$ cat src/rtl/buscyc_wait_pkg.sv
package buscyc_wait_pkg;
   localparam int unsigned ADDR_W_DEF = 16;
   localparam int unsigned SEL_W_DEF  = 2;
   localparam int unsigned LEN_W_DEF  = 8;
   localparam int unsigned TICK_W_DEF = 5;

   typedef enum logic {
      CLS_EXT = 1'b0,
      CLS_INT = 1'b1
   } cyc_class_e;
endpackage

$ cat src/rtl/buscyc_classify.sv
module buscyc_classify #(
   parameter int unsigned ADDR_W    = 16,
   parameter int unsigned IO_LSB    = 4,
   parameter int unsigned IO_PAGE   = 12'h00F,
   parameter int unsigned BOOT_BASE = 16'hFFC0,
   parameter bit          HAS_BOOT  = 1'b1
) (
   input  logic [ADDR_W-1:0] addr_i,
   input  logic              idle_i,
   input  logic              boot_en_i,
   output buscyc_wait_pkg::cyc_class_e cls_o
);
   localparam int unsigned PAGE_W = ADDR_W - IO_LSB;

   if (IO_LSB >= ADDR_W) begin : g_bad_lsb
      $error("IO_LSB must be below ADDR_W");
   end
   if (BOOT_BASE >= (1 << ADDR_W)) begin : g_bad_boot
      $error("BOOT_BASE outside address space");
   end

   logic in_io;
   logic in_boot;

   assign in_io = (addr_i[ADDR_W-1:IO_LSB] == PAGE_W'(IO_PAGE));

   if (HAS_BOOT) begin : g_boot
      assign in_boot = boot_en_i && (addr_i >= ADDR_W'(BOOT_BASE));
   end else begin : g_no_boot
      logic unused_boot;
      assign unused_boot = boot_en_i;
      assign in_boot     = 1'b0;
   end

   assign cls_o = (idle_i || in_io || in_boot) ? buscyc_wait_pkg::CLS_INT
                                               : buscyc_wait_pkg::CLS_EXT;
endmodule

$ cat src/rtl/buscyc_len_lut.sv
module buscyc_len_lut #(
   parameter int unsigned SEL_W  = 2,
   parameter int unsigned LEN_W  = 8,
   parameter int unsigned TICK_W = 5,
   parameter int unsigned INT_LEN  [2**SEL_W] = '{2, 4, 10, 248},
   parameter int unsigned EXT_LEN  [2**SEL_W] = '{2, 4, 10, 20},
   parameter int unsigned TICK_TAB [2**SEL_W] = '{2, 4, 8, 16}
) (
   input  buscyc_wait_pkg::cyc_class_e cls_i,
   input  logic [SEL_W-1:0]  int_sel_i,
   input  logic [SEL_W-1:0]  ext_sel_i,
   output logic [LEN_W-1:0]  len_o,
   output logic [TICK_W-1:0] tick_o
);
   localparam int unsigned N_SEL = 2**SEL_W;

   for (genvar g = 0; g < N_SEL; g++) begin : g_chk
      if (INT_LEN[g] < 1 || INT_LEN[g] >= (1 << LEN_W)) begin : g_bad_int
         $error("internal length entry out of range");
      end
      if (EXT_LEN[g] < 1 || EXT_LEN[g] >= (1 << LEN_W)) begin : g_bad_ext
         $error("external length entry out of range");
      end
      if (TICK_TAB[g] >= (1 << TICK_W)) begin : g_bad_tick
         $error("timer advance entry out of range");
      end
   end

   logic [SEL_W-1:0] sel;
   assign sel = (cls_i == buscyc_wait_pkg::CLS_INT) ? int_sel_i : ext_sel_i;

   always_comb begin
      len_o  = '0;
      tick_o = '0;
      for (int i = 0; i < N_SEL; i++) begin
         if (sel == SEL_W'(i)) begin
            len_o  = (cls_i == buscyc_wait_pkg::CLS_INT) ? LEN_W'(INT_LEN[i])
                                                         : LEN_W'(EXT_LEN[i]);
            tick_o = TICK_W'(TICK_TAB[i]);
         end
      end
   end
endmodule

$ cat src/rtl/buscyc_countdown.sv
module buscyc_countdown #(
   parameter int unsigned LEN_W = 8
) (
   input  logic             clk,
   input  logic             rst_n,
   input  logic             load_i,
   input  logic [LEN_W-1:0] len_i,
   output logic             busy_o,
   output logic             done_o
);
   logic [LEN_W-1:0] cnt_q;
   logic             busy_q;

   always_ff @(posedge clk or negedge rst_n) begin
      if (!rst_n) begin
         cnt_q  <= '0;
         busy_q <= 1'b0;
      end else if (load_i) begin
         cnt_q  <= len_i - LEN_W'(1);
         busy_q <= 1'b1;
      end else if (busy_q) begin
         if (cnt_q == '0) begin
            busy_q <= 1'b0;
         end else begin
            cnt_q <= cnt_q - LEN_W'(1);
         end
      end
   end

   assign busy_o = busy_q;
   assign done_o = busy_q && (cnt_q == '0);
endmodule

$ cat src/rtl/buscyc_wait_ctrl.sv
module buscyc_wait_ctrl #(
   parameter int unsigned ADDR_W    = buscyc_wait_pkg::ADDR_W_DEF,
   parameter int unsigned SEL_W     = buscyc_wait_pkg::SEL_W_DEF,
   parameter int unsigned LEN_W     = buscyc_wait_pkg::LEN_W_DEF,
   parameter int unsigned TICK_W    = buscyc_wait_pkg::TICK_W_DEF,
   parameter int unsigned IO_LSB    = 4,
   parameter int unsigned IO_PAGE   = 12'h00F,
   parameter int unsigned BOOT_BASE = 16'hFFC0,
   parameter bit          HAS_BOOT  = 1'b1,
   parameter int unsigned INT_LEN  [2**SEL_W] = '{2, 4, 10, 248},
   parameter int unsigned EXT_LEN  [2**SEL_W] = '{2, 4, 10, 20},
   parameter int unsigned TICK_TAB [2**SEL_W] = '{2, 4, 8, 16}
) (
   input  logic              clk,
   input  logic              rst_n,
   input  logic              start_i,
   input  logic [ADDR_W-1:0] addr_i,
   input  logic              idle_i,
   input  logic [SEL_W-1:0]  int_sel_i,
   input  logic [SEL_W-1:0]  ext_sel_i,
   input  logic              boot_en_i,
   output logic              busy_o,
   output logic              done_o,
   output logic              tick_o,
   output logic [TICK_W-1:0] tick_amt_o,
   output logic              cls_int_o
);
   import buscyc_wait_pkg::*;

   if (SEL_W < 1 || SEL_W > 4) begin : g_bad_sel
      $error("SEL_W must be 1 to 4");
   end

   cyc_class_e        cls_live;
   cyc_class_e        cls_q;
   logic [LEN_W-1:0]  len_live;
   logic [TICK_W-1:0] tick_live;
   logic [TICK_W-1:0] tick_q;
   logic              accept;

   buscyc_classify #(
      .ADDR_W(ADDR_W), .IO_LSB(IO_LSB), .IO_PAGE(IO_PAGE),
      .BOOT_BASE(BOOT_BASE), .HAS_BOOT(HAS_BOOT)
   ) u_classify (
      .addr_i(addr_i), .idle_i(idle_i), .boot_en_i(boot_en_i), .cls_o(cls_live)
   );

   buscyc_len_lut #(
      .SEL_W(SEL_W), .LEN_W(LEN_W), .TICK_W(TICK_W),
      .INT_LEN(INT_LEN), .EXT_LEN(EXT_LEN), .TICK_TAB(TICK_TAB)
   ) u_lut (
      .cls_i(cls_live), .int_sel_i(int_sel_i), .ext_sel_i(ext_sel_i),
      .len_o(len_live), .tick_o(tick_live)
   );

   assign accept = start_i && !busy_o;

   buscyc_countdown #(.LEN_W(LEN_W)) u_count (
      .clk(clk), .rst_n(rst_n), .load_i(accept), .len_i(len_live),
      .busy_o(busy_o), .done_o(done_o)
   );

   // Reset state matches selects of 0 with boot ROM enabled (idle class).
   always_ff @(posedge clk or negedge rst_n) begin
      if (!rst_n) begin
         cls_q  <= CLS_INT;
         tick_q <= TICK_W'(TICK_TAB[0]);
      end else if (accept) begin
         cls_q  <= cls_live;
         tick_q <= tick_live;
      end
   end

   assign tick_o     = done_o;
   assign tick_amt_o = tick_q;
   assign cls_int_o  = (cls_q == CLS_INT);
endmodule

$ cat config.mk
export PLATFORM = sky130hd
export DESIGN_NAME = buscyc_wait_ctrl
export DESIGN_NICKNAME = d
export VERILOG_FILES = /design/src/rtl/buscyc_wait_pkg.sv /design/src/rtl/buscyc_classify.sv /design/src/rtl/buscyc_len_lut.sv /design/src/rtl/buscyc_countdown.sv /design/src/rtl/buscyc_wait_ctrl.sv
export SDC_FILE = /design/constraint.sdc
export NUM_CORES = 1
export LEC_CHECK = 0
export BUFFER_PORTS_ARGS = -buffer_cell sky130_fd_sc_hd__buf_4
export CAP_MARGIN = 20
export CORE_MARGIN = 4
export CORE_UTILIZATION = 48
export CTS_CLUSTER_SIZE = 10
export DETAILED_ROUTE_END_ITERATION = 8
export MAX_ROUTING_LAYER = met4
export PLACE_DENSITY_LB_ADDON = 0.1
export SLEW_MARGIN = 15
export SYNTH_ARGS = -nofsm -noshare
export SYNTH_HDL_FRONTEND = slang
export SYNTH_SLANG_ARGS = --single-unit
$ cat constraint.sdc
create_clock -name clk -period 2.1 [get_ports clk]
set_input_delay 0.21 -clock clk [delete_from_list [all_inputs] [get_ports clk]]
set_output_delay 0.21 -clock clk [all_outputs]
set_load 0.01 [all_outputs]
==> After elaboration in Yosys (flattened, before gate mapping) <==
Cells that the tools add are included.
{ "op_classes": {"n_addsub": 2, "eq_ne": 5, "n_reduce_logical": 10, "order_cmp": 1, "mux": 17} }
{ "op_table": {"columns": ["cell", "n"], "rows": [
  ["$mux W8", 7],
  ["$ge A16 B16 Y1 const B", 1],
  ["$sub A8 B1 Y8 const B", 2],
  ["$mux W5", 3],
  ["$eq A12 B4 Y1 const B", 1],
  ["$logic_not A8 Y1", 1],
  ["$mux W2", 3],
  ["$eq A2 B2 Y1 const B", 2],
  ["$mux W1", 4],
  ["$logic_and A1 B1 Y1", 3],
  ["$eq A2 B1 Y1 const B", 1],
  ["$logic_not A2 Y1", 1],
  ["$logic_or A1 B1 Y1", 2],
  ["$ne A2 B2 Y1 const B", 1],
  ["$reduce_and A2 Y1", 1],
  ["$reduce_bool A2 Y1", 1],
  ["$logic_not A1 Y1", 1]
]} }
{ "totals": {"elab_cells": 39, "output_inout_bits": 9, "inputBits": 25, "reg_bits": 15} }

==> Logic depth before layout (Yosys ltp) <==
Gate-level depths: netlist (run 1).
{ "depth": {"depth_word": 12, "ltp_mapped": 9, "depth_no_buf": 9} }

==> Hierarchy <==
From an unflattened synthesis (run 1), not the netlist that was laid out.
{ "hier_totals": {"cells_unflattened": 111, "hier_area_um2": 1112.3} }
{ "modules_own_cells": {"columns": ["mod", "seq_area_each_um2", "n_inst", "area_each_um2", "cells_each"], "rows": [
  ["buscyc_countdown", 225.2, 1, 645.6, 67],
  ["buscyc_wait_ctrl", 152.6, 1, 275.3, 15],
  ["buscyc_len_lut", 0.0, 1, 131.4, 20],
  ["buscyc_classify", 0.0, 1, 60.1, 9]
]} }

==> Worst setup path before layout (run 1) <==
Ideal clock, no wire load.
{ "synth_timing": {"kind": "input port to flip-flop", "startpoint": "input addr_i[15]", "endpoint": "register u_count.cnt_q[5]", "path_stages": 7, "t_required_ps": 2020, "t_arrival_ps": 2047, "slack_ps": -27, "path_buffers": 0, "setup_ps": 80, "cell_sequence": "or4b_4 > nor3_4 > or4b_2 > a31oi_2 > or2_4 > or4_4 > o211ai_2"} }
{ "synth_via": {"elab_chain_len": 12, "word_cells_on_any_way": 18, "classes_between": "1 x add/sub; 1 x order compare; 4 x eq/ne; 8 x mux; 4 x reduce/logical"} }
{ "synth_lines": {"columns": ["element", "line", "rtl"], "rows": [
  ["start: declaration", "buscyc_wait_ctrl.sv:17", "input logic [ADDR_W-1:0] addr_i,"],
  ["$ge A16 B16 Y1 or $eq A12 B4 Y1 (tied branches)", "buscyc_classify.sv:28, buscyc_classify.sv:25", null],
  ["$logic_and A1 B1 Y1 or $logic_or A1 B1 Y1 (tied branches)", "buscyc_classify.sv:28, buscyc_classify.sv:35", null],
  ["$logic_or A1 B1 Y1 *", "buscyc_classify.sv:35", "assign cls_o = (idle_i || in_io || in_boot) ? buscyc_wait_pkg::CLS_INT"],
  ["$mux W1 *", "buscyc_classify.sv:35", null],
  ["$mux W2", "buscyc_len_lut.sv:30", "assign sel = (cls_i == buscyc_wait_pkg::CLS_INT) ? int_sel_i : ext_sel_i;"],
  ["$logic_not A2 Y1", "buscyc_len_lut.sv:36", "if (sel == SEL_W'(i)) begin"],
  ["$mux W2", "buscyc_len_lut.sv:36", null],
  ["$mux W8 (2 in series)", "buscyc_len_lut.sv:36", null],
  ["$mux W8 *", "buscyc_len_lut.sv:36", null],
  ["$sub A8 B1 Y8 *", "buscyc_countdown.sv:19", "cnt_q <= len_i - LEN_W'(1);"],
  ["$mux W8 *", "buscyc_countdown.sv:18", "end else if (load_i) begin"],
  ["end signal: assignment", "buscyc_countdown.sv:19", null],
  ["end signal: assignment", "buscyc_countdown.sv:25", "cnt_q <= cnt_q - LEN_W'(1);"],
  ["end: declaration", "buscyc_countdown.sv:11", "logic [LEN_W-1:0] cnt_q;"]
]} }
Mark *: on every way between the ends. The rest lies on a longest branch, timed or not.
A chain may end at the register's enable or synchronous reset.

==> Final worst setup path (run 1) <==
Same ends and word-level chain as after synthesis.

==> impl_metrics.ini, run 1 <==
[cells_and_area]
multiInputGateArea_um2 = 556.8
utilization_pct = 72.84
diodes = 0
synthToLayoutAreaGrowth_pct = 39.70
nNetsFinal = 172
drive_gt1_share_pct = 40.69
regArea_um2 = 352.8
fillers = 145
final_cells = 170

[setup_path]
critPathMaxStageDelay_ns = 0.54
crit_path_end_kind = flop
crit_path_top_delay_cell = or4b_4
cp.arrival_ns = 2.26
crit_fanout = 5
crit_buf_inv = 1
crit_type = primary input to flop
worst-path-stages = 8
start_kind = primary input
r2r.worst_path.cells = 8
crit_family = simple AND/OR/NAND/NOR gates
critical_path_required_ns = 2.32
path_cells = buf_4 -> or4b_4 -> nor3_4 -> o31a_1 -> o31ai_2 -> or2_4 -> or4_4 -> o211ai_2

[placed_design]
portBuffers = 28
gp_congestion = 0.8688
dp_cells = 165
place_hpwl_um = 2071

[power]
pwr_density_cell_nw_per_um2 = 1052
p_leak_nw = 0.5994
vdd_drop_max_v = 0.0006064

[grt]
grt.overflow.total = 0
grt_max_degree = 16
grt_pass1_wl_um = 4367
grt.total_usage_pct = 22.04
grt_pass1_vias = 1013
antenna_found_initial = 0

[logic_synthesis]
ys_types = 45
syn_nets = 132
synth-edff-count = 0
synth_seq_area_share_pct = 37.95
syn_avg_cell_area_um2 = 8.770
synthesis.area_um2 = 929.6
syn_inst = 106
async_flop_share_pct = 100.0
yosys_warnings = 0
synth_seq_cells = 14
synth-main-ff-cell = dfrtp_1

[cts]
cts_tree = yes
clkSinkCount = 14
cts_root_buf = clkbuf_4
htreeDepth = 1
post_cts_buffers = 0
path_clk_slew_ns = 0.09
clk_latency_ns = 0.29
cts_inserted_buffers = 3
cts_max_path_buffers = 2

[hold_path]
holdCritPathClass = primary input to flop
holdPathStages = 4

[floorplanning]
die-area_um2 = 2705
io_pins = 34
die_h_um = 52.01
start_util_pct = 52.14
die_w_um = 52.01
row_count = 15
coreArea_um2 = 1783

[detailed_routing]
drtIter0Drc = 30
viasPerCell = 5.729
firstDrtPassIters = 4
finalWirelength_um = 2547
ant_nets = 0
drc = 0
vias = 974
post_drt_wl_per_cell_um = 14.98

[sta]
fin_crit_ns = 2.049
skew_ns = 0.005582
rsz0062_at_grt = no
hold_viol = 0
slew_headroom_pct = 60.56
worst-slew-pin-transition_ns = 0.5865
fmax_mhz = 488.0
period_share_pct = 97.58
report.final.setup_viol = 0
final_max_slew_viol_count = 0

[flow_run]
cap_violations = 0

[run_status]
status = complete, no violations
==> kinds of logic (layout without fill, tap and decap cells) <==
group	count (synthesis)	in the layout	synth area share [%]
xor gates and xnor gates	2	2	1.885
and+or+nand+nor	49	49	28.80
AOI/OAI and AO/OA	27	27	21.81
other	1	1	0.4034
adders and majority gates	1	1	1.346
buffers and inverters	9	48	4.575
muxes	3	3	3.230
DFF	14	14	37.95
==> placed cells by master (no fill, tap or decap), drive strengths merged, types with 2 or more instances in the layout <==
cell     n
a21oi    2
nand3    4
o21ai    6
nor2     7
nor3     2
buf     40
clkbuf   4
dfstp    2
or4      2
dfrtp   12
or2      3
a31oi    2
o211ai   5
o31ai    3
or4b     2
o22a     2
inv      3
nand4    4
xnor2    2
mux2i    3
nand2   20
==> power breakdown <==
part	switching (mW)	internal (mW)	leakage [nW]
registers	0.105	0.410	0.163
logic	0.310	0.343	0.416
clock network	0.0928	0.106	0.0210
==> registers in the layout (all words and copies together) (netlist names) <==
name / count
cls_int_o: 1
tick_amt_o: 4
u_count.busy_o: 1
u_count.cnt_q: 8
==> per-stage QoR <==
step | cell area (um^2) | power, mW | setup TNS [ns] | setup WS, ns | hold slack (ns)
after floorplan | 937.1 | 0.8820 | -0.02651 | -0.02539 | -0.08559
after global placement | 1237 | 1.124 | -0.7289 | -0.1645 | 0.06593
after detailed placement | 1237 | 1.152 | -1.302 | -0.2472 | 0.06727
after CTS | 1284 | 1.355 | 0 | 0.05977 | 0.2101
after global routing | 1299 | 1.462 | 0 | 0.006303 | 0.2435
final | 1299 | 1.366 | 0 | 0.05075 | 0.2140
==> worst paths after layout <==
check / from / end / slack (ns)
worst max-delay path: addr_i[15] / u_count.cnt_q[5]$_DFFE_PN0P_ / 0.05
worst min-delay path: ext_sel_i[1] / tick_amt_o[1]$_DFFE_PN1P_ / 0.21
worst max register to register: u_count.busy_o$_DFF_PN0_ / u_count.cnt_q[5]$_DFFE_PN0P_ / 0.16
worst min register to register: cls_int_o$_DFFE_PN1P_ / cls_int_o$_DFFE_PN1P_ / 0.49
max in group asynchronous: rst_n / cls_int_o$_DFFE_PN1P_ / 1.57
min in group asynchronous: rst_n / u_count.cnt_q[7]$_DFFE_PN0P_ / 0.30
==> layout make-up <==
class,count,area share [%]
Clock buffer,4,2.794
Inverter,3,0.8670
Multi-Input combinational cell,83,42.87
Sequential cell,14,27.17
Tap cell,25,2.408
Timing Repair Buffer,41,23.89
==> Yosys cell counts (2+ instances only) <==
master | n | area, um^2
a21oi_1 | 2 | 10.01
buf_4 | 2 | 15.01
clkbuf_1 | 3 | 11.26
dfrtp_1 | 12 | 300.3
dfstp_2 | 2 | 52.55
inv_1 | 3 | 11.26
mux2i_1 | 3 | 30.03
nand2_1 | 20 | 75.07
nand3_1 | 4 | 20.02
nand4_1 | 4 | 25.02
nor2_1 | 7 | 26.28
o211ai_1 | 4 | 30.03
o21ai_0 | 4 | 20.02
o21ai_1 | 2 | 10.01
o22a_1 | 2 | 17.52
o31ai_1 | 2 | 15.01
xnor2_1 | 2 | 17.52
==> layer usage <==
metal	GRT usage, %	share of wire, %	wire length, um	up-vias
met5	-	0	0	-
met4	8.297	0.67	17	0
met3	3.725	5.6	143	3
met2	38.49	52	1333	41
met1	25.04	41	1053	463
li1	-	-	-	467
==> worst reg2reg max path, stage by stage, from the launching register on <==
cell      delay, ns
dfrtp_1        0.43
nor4b_1        0.16
nand2_1        0.11
nor4_2         0.06
or2_1          0.25
inv_1          0.19
nand2_1        0.08
or4_4          0.52
o211ai_2       0.07
==> timing repair <==
item | in CTS | in global routing
hold endpoints to repair | 14 | 0
hold buffers | 1 | 0
endpoints found under the setup margin | 0 | 4
resized for setup | 0 | 4
No activity file was read; power rests on OpenSTA's default activity.
==> run 2, diff against run 1 <==
--- a/config.mk
+++ b/config.mk
@@ -5,10 +5,11 @@
 export SDC_FILE = /design/constraint.sdc
 export NUM_CORES = 1
 export LEC_CHECK = 0
+export ABC_AREA = 1
 export BUFFER_PORTS_ARGS = -buffer_cell sky130_fd_sc_hd__buf_4
 export CAP_MARGIN = 20
 export CORE_MARGIN = 4
-export CORE_UTILIZATION = 48
+export CORE_UTILIZATION = 25
 export CTS_CLUSTER_SIZE = 10
 export DETAILED_ROUTE_END_ITERATION = 8
 export MAX_ROUTING_LAYER = met4
==> impl_metrics.ini, run 2 <==
[run_status]
status = complete, no violations

[logic_synthesis]
syn_inst = 159
synth_compound_area_share_pct = 7.113
synth_top_family_by_area = simple AND/OR/NAND/NOR gates
synth_area_leaders = dfrtp_1 25%, nand2_1 13%, nand3_4 8.8%, inv_1 6.6%, nand2_4 6.6%
yosys-top-cells-count = 41 x nand2_1, 21 x inv_1, 12 x dfrtp_1, 12 x nor2_1, 8 x nand3_1
synth_seq_area_share_pct = 29.50
synth-edff-count = 0
synthesis.area_um2 = 1196
synth-main-ff-cell = dfrtp_1
synthSimpleGateAreaFrac_pct = 50.73
syn_nets = 185
synthMuxAreaShare_pct = 0
ys_types = 26
syn_avg_cell_area_um2 = 7.523
synthXorXnorAreaFrac_pct = 0
synthAdderAreaFrac_pct = 1.046
async_flop_share_pct = 100.0
yosys_warnings = 0
yosys.area.top_type = dfrtp_1
synth.most_common_cell = nand2_1
synth_top_area_share_pct = 25.10
synth_seq_cells = 14

[sta]
rsz0062_at_grt = no
fmax_mhz = 553.4
final_max_slew_viol_count = 0
hold_viol = 0
period_share_pct = 86.04
timing.hold.ws_ns = 0.3036
finalSetupTns_ns = 0
fin_crit_ns = 1.807
skew_ns = 0.001187
report.final.setup_viol = 0

[grt]
grt.total_usage_pct = 10.38
grt.overflow.total = 0
antenna_found_initial = 0
grt_max_degree = 15
grt_pass1_vias = 1100
grt_pass1_wl_um = 4892

[detailed_routing]
ant_nets = 0
post_drt_wl_per_cell_um = 11.40
vias = 1030
viasPerCell = 4.239
firstDrtPassIters = 4
drtIter0Drc = 43
drc = 0
finalWirelength_um = 2769

[floorplanning]
die-area_um2 = 5955
die_w_um = 77.17
row_count = 24
io_pins = 34
start_util_pct = 26.56
coreArea_um2 = 4504
die_h_um = 77.17

[cells_and_area]
final_cell_mix = 41 x nand2_1, 31 x buf_4, 21 x inv_1
final_cells = 243
synthToLayoutAreaGrowth_pct = 27.82
final_common_cell = nand2_1
utilization_pct = 33.94
diodes = 0
largest_register_ffs = 8
nNetsFinal = 218
fillers = 488
finalInstanceArea_um2 = 1529
largest_register = u_count.cnt_q
drive_gt1_share_pct = 40.84

[cts]
post_cts_resize_count = 0
cts_inserted_buffers = 3
htreeDepth = 1
clk_latency_ns = 0.25
path_clk_slew_ns = 0.06
cts_tree = yes
cts_max_path_buffers = 2
cts_root_buf = clkbuf_8
clkSinkCount = 14

[setup_path]
cp-startpoint = u_count.busy_o$_DFF_PN0_
start_kind = flop
critPathMaxStageDelay_ns = 0.40
path_cells = inv_1 -> nand2_1 -> inv_2 -> nor2_1 -> inv_1 -> ha_1 -> nand3_4 -> nor2_4 -> nand2_1 -> nand3_1 -> o21ai_1
r2r-start = u_count.busy_o$_DFF_PN0_
crit_path_top_delay_cell = dfrtp_1
crit_fanout = 7
crit_type = flop to flop
crit_path_end_kind = flop
cp.arrival_ns = 1.93
critical_path_required_ns = 2.22
crit_family = simple AND/OR/NAND/NOR gates
crit_buf_inv = 3

[power]
vdd_drop_max_v = 0.0005011
p_leak_nw = 0.7810
pwr_density_cell_nw_per_um2 = 1105

[placed_design]
place_hpwl_um = 2329
gp_congestion = 0.8115
dp_cells = 238
placed_cell_area_um2 = 1464
portBuffers = 28

[flow_run]
cap_violations = 0

[hold_path]
holdCritPathClass = primary input to flop
hp-start = int_sel_i[1]
## run 2: cell types whose count changed after synthesis, moves of 5 or more
cell	delta
nand2_1	+21
nor2_1	+5
nand2_4	+7
nor2_2	+6
inv_2	+7
nor2_4	+6
inv_1	+18
nand3_4	+6
## run 2: layout make-up
class | count | area (um^2) | share of cell area [%]
clock buffer | 4 | 55.05 | 3.601
inverter | 28 | 105.1 | 6.874
multi-input combinational | 113 | 708.2 | 46.32
sequential | 14 | 352.8 | 23.08
tap | 52 | 65.06 | 4.255
timing repair buffer | 32 | 242.7 | 15.88
## run 2: stage by stage
stage | total power, mW | setup WS, ns
finish | 1.690 | 0.2931
detailed placement | 1.437 | 0.2015
global route | 1.856 | 0.1268
floorplan | 1.179 | 0.3589
CTS | 1.714 | 0.2815
global placement | 1.421 | 0.2244
## run 2: per-layer routing
metal | wire length (um) | global-route usage (%)
met1 | 1226 | 11.83
met2 | 1405 | 18.05
met3 | 130 | 3.396
met4 | 8 | 1.601
met5 | 0 | -
## run 2: path summary, 6_finish.rpt
check / to / slack [ns] / depth (start not counted)
min in group asynchronous: tick_amt_o[4]$_DFFE_PN0P_ / 0.35 / 2
setup / recovery: u_count.cnt_q[4]$_DFFE_PN0P_ / 0.29 / 11
max in group asynchronous: tick_amt_o[1]$_DFFE_PN1P_ / 1.51 / 2
hold / removal: tick_amt_o[1]$_DFFE_PN1P_ / 0.30 / 4
hold reg to reg: cls_int_o$_DFFE_PN1P_ / 0.47 / 2
setup reg to reg: u_count.cnt_q[4]$_DFFE_PN0P_ / 0.29 / 11
## run 2: repair_timing
item | CTS | global route
buffers inserted | 0 | 0
endpoints found under the hold margin | 12 | 0
endpoints found under the setup margin | 0 | 0
hold buffers | 1 | 0
## run 2: worst min-delay path, delay by kind of cell
kind                   cells  cell delay, ns
AOI/OAI and AO/OA          1            0.09
buffers and inverters      1            0.10
and+or+nand+nor            2            0.15
## run 2: logic make-up (layout without fill, tap and decap cells)
family	after synthesis	count (layout)
AOI/OAI and AO/OA	14	14
adders and majority gates	1	1
buffers and inverters	32	64
DFF	14	14
other	1	1
and+or+nand+nor	97	97
## run 2: report_power, final
group / switching (mW) / internal [mW] / total, mW
Clock: 0.103 / 0.166 / 0.270
Sequential: 0.0894 / 0.417 / 0.506
Combinational: 0.529 / 0.385 / 0.914
Total: 0.722 / 0.968 / 1.69
==> run 3, diff against run 2 <==
--- a/config.mk
+++ b/config.mk
@@ -17,4 +17,5 @@
 export SLEW_MARGIN = 15
 export SYNTH_ARGS = -nofsm -noshare
 export SYNTH_HDL_FRONTEND = slang
+export SYNTH_HIERARCHICAL = 1
 export SYNTH_SLANG_ARGS = --single-unit
==> impl_metrics.ini, run 3 <==
[sta]
finalSetupTns_ns = 0
timing.hold.ws_ns = 0.2262
report.final.setup_viol = 0
hold_viol = 0
fmax_mhz = 530.9
rsz0062_at_grt = no
fin_crit_ns = 1.884
period_share_pct = 89.69
final_max_slew_viol_count = 0
skew_ns = 0.003961

[detailed_routing]
drc = 0
finalWirelength_um = 2812
viasPerCell = 4.033
drtIter0Drc = 41
vias = 1097
ant_nets = 0
firstDrtPassIters = 4
post_drt_wl_per_cell_um = 10.34

[cells_and_area]
synthToLayoutAreaGrowth_pct = 26.83
diodes = 0
drive_gt1_share_pct = 25.91
final_cells = 272
final_common_cell = nand2_1
largest_register_ffs = 8
final_cell_mix = 71 x nand2_1, 34 x buf_4, 31 x inv_1
largest_register = u_count/cnt_q
nNetsFinal = 247

[run_status]
status = complete, no violations

[floorplanning]
start_util_pct = 26.37
die_h_um = 76.70
die-area_um2 = 5883
die_w_um = 76.70
coreArea_um2 = 4474
io_pins = 34
row_count = 24

[grt]
grt_pass1_wl_um = 4926
grt.overflow.total = 0
grt.total_usage_pct = 10.71
antenna_found_initial = 0
grt_max_degree = 16
grt_pass1_vias = 1063

[power]
p_int_uw = 457.4
comb_power_share_pct = 12.1
switchingPower_uw = 149.1
p_leak_nw = 0.9071
power.share.clock_pct = 40.2
power.total_uw = 606.6
seq_power_share_pct = 47.7
vdd_drop_max_v = 0.0001929
swShare_pct = 24.58
pwr_density_cell_nw_per_um2 = 405.3

[logic_synthesis]
synth_area_leaders = dfrtp_1 28%, nand2_1 23%, inv_1 9.9%, nand3_1 5.5%, buf_4 4.5%
syn_inst = 188
synth-edff-count = 0
yosys.area.top_type = dfrtp_1
ys_types = 25
synth_top_area_share_pct = 27.57
yosys_warnings = 6
synthesis.area_um2 = 1180
synth.most_common_cell = nand2_1
async_flop_share_pct = 100.0
yosys-top-cells-count = 71 x nand2_1, 31 x inv_1, 13 x dfrtp_1, 13 x nand3_1, 13 x nor2_1
syn_avg_cell_area_um2 = 6.276
synth_seq_area_share_pct = 32.03
synth-main-ff-cell = dfrtp_1
synth_seq_cells = 15

[setup_path]
r2r.worst_path.cells = 13
r2r-start = u_count/busy_o$_DFF_PN0_
r2r_slack_ns = 0.22
crit_path_top_delay_cell = dfrtp_1
critical_path_required_ns = 2.24
crit_type = flop to flop
start_kind = flop
crit_fanout = 7
critPathMaxStageDelay_ns = 0.40
crit_path_end_kind = flop
cp.arrival_ns = 2.03
path_cells = inv_1 -> nand2_4 -> inv_1 -> o21ai_1 -> inv_1 -> ha_1 -> inv_1 -> nor2_2 -> nand3_1 -> nand2_1 -> nand2_1 -> nand2_1 -> nand2_1
timing.rr.end = u_count/cnt_q[6]$_DFFE_PN0P_

[placed_design]
dp_cells = 267
gp_congestion = 0.7275
place_hpwl_um = 2298
portBuffers = 29

[cts]
post_cts_resize_count = 0
path_clk_slew_ns = 0.07
cts_inserted_buffers = 3
cts_max_path_buffers = 2
clk_latency_ns = 0.25
cts_root_buf = clkbuf_8
cts_tree = yes
clkSinkCount = 15
htreeDepth = 1

[flow_run]
cap_violations = 0

[hold_path]
holdPathStages = 3
holdCritPathClass = primary input to flop
hp-start = start_i
hold_end = tick_amt_o[1]$_DFFE_PN1P_
-- run 3: cell types whose count changed in the layout (fill, tap and decap cells not counted), moves of 3 or more --
cell and change:
nand2_1 +30, inv_1 +10, inv_2 -6, nand3_4 -6, nor2_4 -6, nand2_4 -5
nand3_1 +5, a21oi_2 -3, buf_4 +3, nand2_2 +3
-- run 3: cells by family (layout without fill, tap and decap cells) --
family,count (synthesis),count (layout),synth area share [%]
adders and majority gates,1,1,1.060
other,1,2,0.3178
xor gates and xnor gates,2,2,1.485
DFF,15,15,32.03
and+or+nand+nor,119,119,45.18
buffers and inverters,40,71,15.59
AOI/OAI and AO/OA,10,10,4.348
-- run 3: through the flow --
stage                     util [%]  setup slack, ns  instance area [um^2]
after CTS                    33.45           0.2010                  1496
after global routing         33.45         0.003644                  1496
after detailed placement     32.19           0.1016                  1440
final                        33.45           0.2164                  1496
after floorplan                  -           0.3776                  1184
after global placement       32.19          0.06498                  1440
-- run 3: worst max-delay path, delay by kind of cell (launching register included) --
kind,cells,cell delay [ns]
AND/OR/NAND/NOR,7,0.60
buffers and inverters,4,0.47
flip-flops,1,0.40
adder cells (fa/ha/maj),1,0.18
AO/OA/AOI/OAI,1,0.14
-- run 3: worst max-delay path by stage --
stage / from / to / slack, ns
3_3_place_gp: addr_i[11] / u_count/cnt_q[6]$_DFFE_PN0P_ / 0.06
4_1_cts: u_count/busy_o$_DFF_PN0_ / u_count/cnt_q[6]$_DFFE_PN0P_ / 0.20
3_5_place_dp: addr_i[8] / u_count/cnt_q[6]$_DFFE_PN0P_ / 0.10
5_1_grt: u_count/busy_o$_DFF_PN0_ / u_count/cnt_q[6]$_DFFE_PN0P_ / 0.004
6_report: u_count/busy_o$_DFF_PN0_ / u_count/cnt_q[6]$_DFFE_PN0P_ / 0.22
2_1_floorplan: u_count/busy_o$_DFF_PN0_ / u_count/cnt_q[6]$_DFFE_PN0P_ / 0.38
-- run 3: power groups by stage --
stage	clock [mW]	combinational, mW	sequential, mW
2_1_floorplan	0	0.0334	0.294
3_3_place_gp	0	0.0738	0.294
3_5_place_dp	0	0.0737	0.294
4_1_cts	0.247	0.0754	0.289
5_1_grt	0.264	0.0854	0.289
6_report	0.244	0.0735	0.289
-- run 3: what timing repair did --
item,4_1_cts,5_1_grt
hold endpoints to repair,13,0
setup buffers,0,0
setup endpoints to repair,0,0
hold buffers,1,0
-- run 3: final cells by class --
type / count / area, um^2
fill: 495 / 2978
multi-input combinational: 134 / 621.8
sequential: 15 / 377.9
timing repair buffer: 35 / 265.3
inverter: 32 / 120.1
tap: 52 / 65.06
clock buffer: 3 / 41.29
clock inverter: 1 / 5.005
-- run 3: layer usage --
layer / part of all wire [%] / track usage (%) / wire [um] / up-vias
li1: - / - / - / 621
met1: 54 / 15.28 / 1515 / 451
met2: 41 / 14.55 / 1159 / 23
met3: 3.4 / 1.171 / 97 / 2
met4: 1.4 / 5.978 / 40 / 0
met5: 0 / - / 0 / -
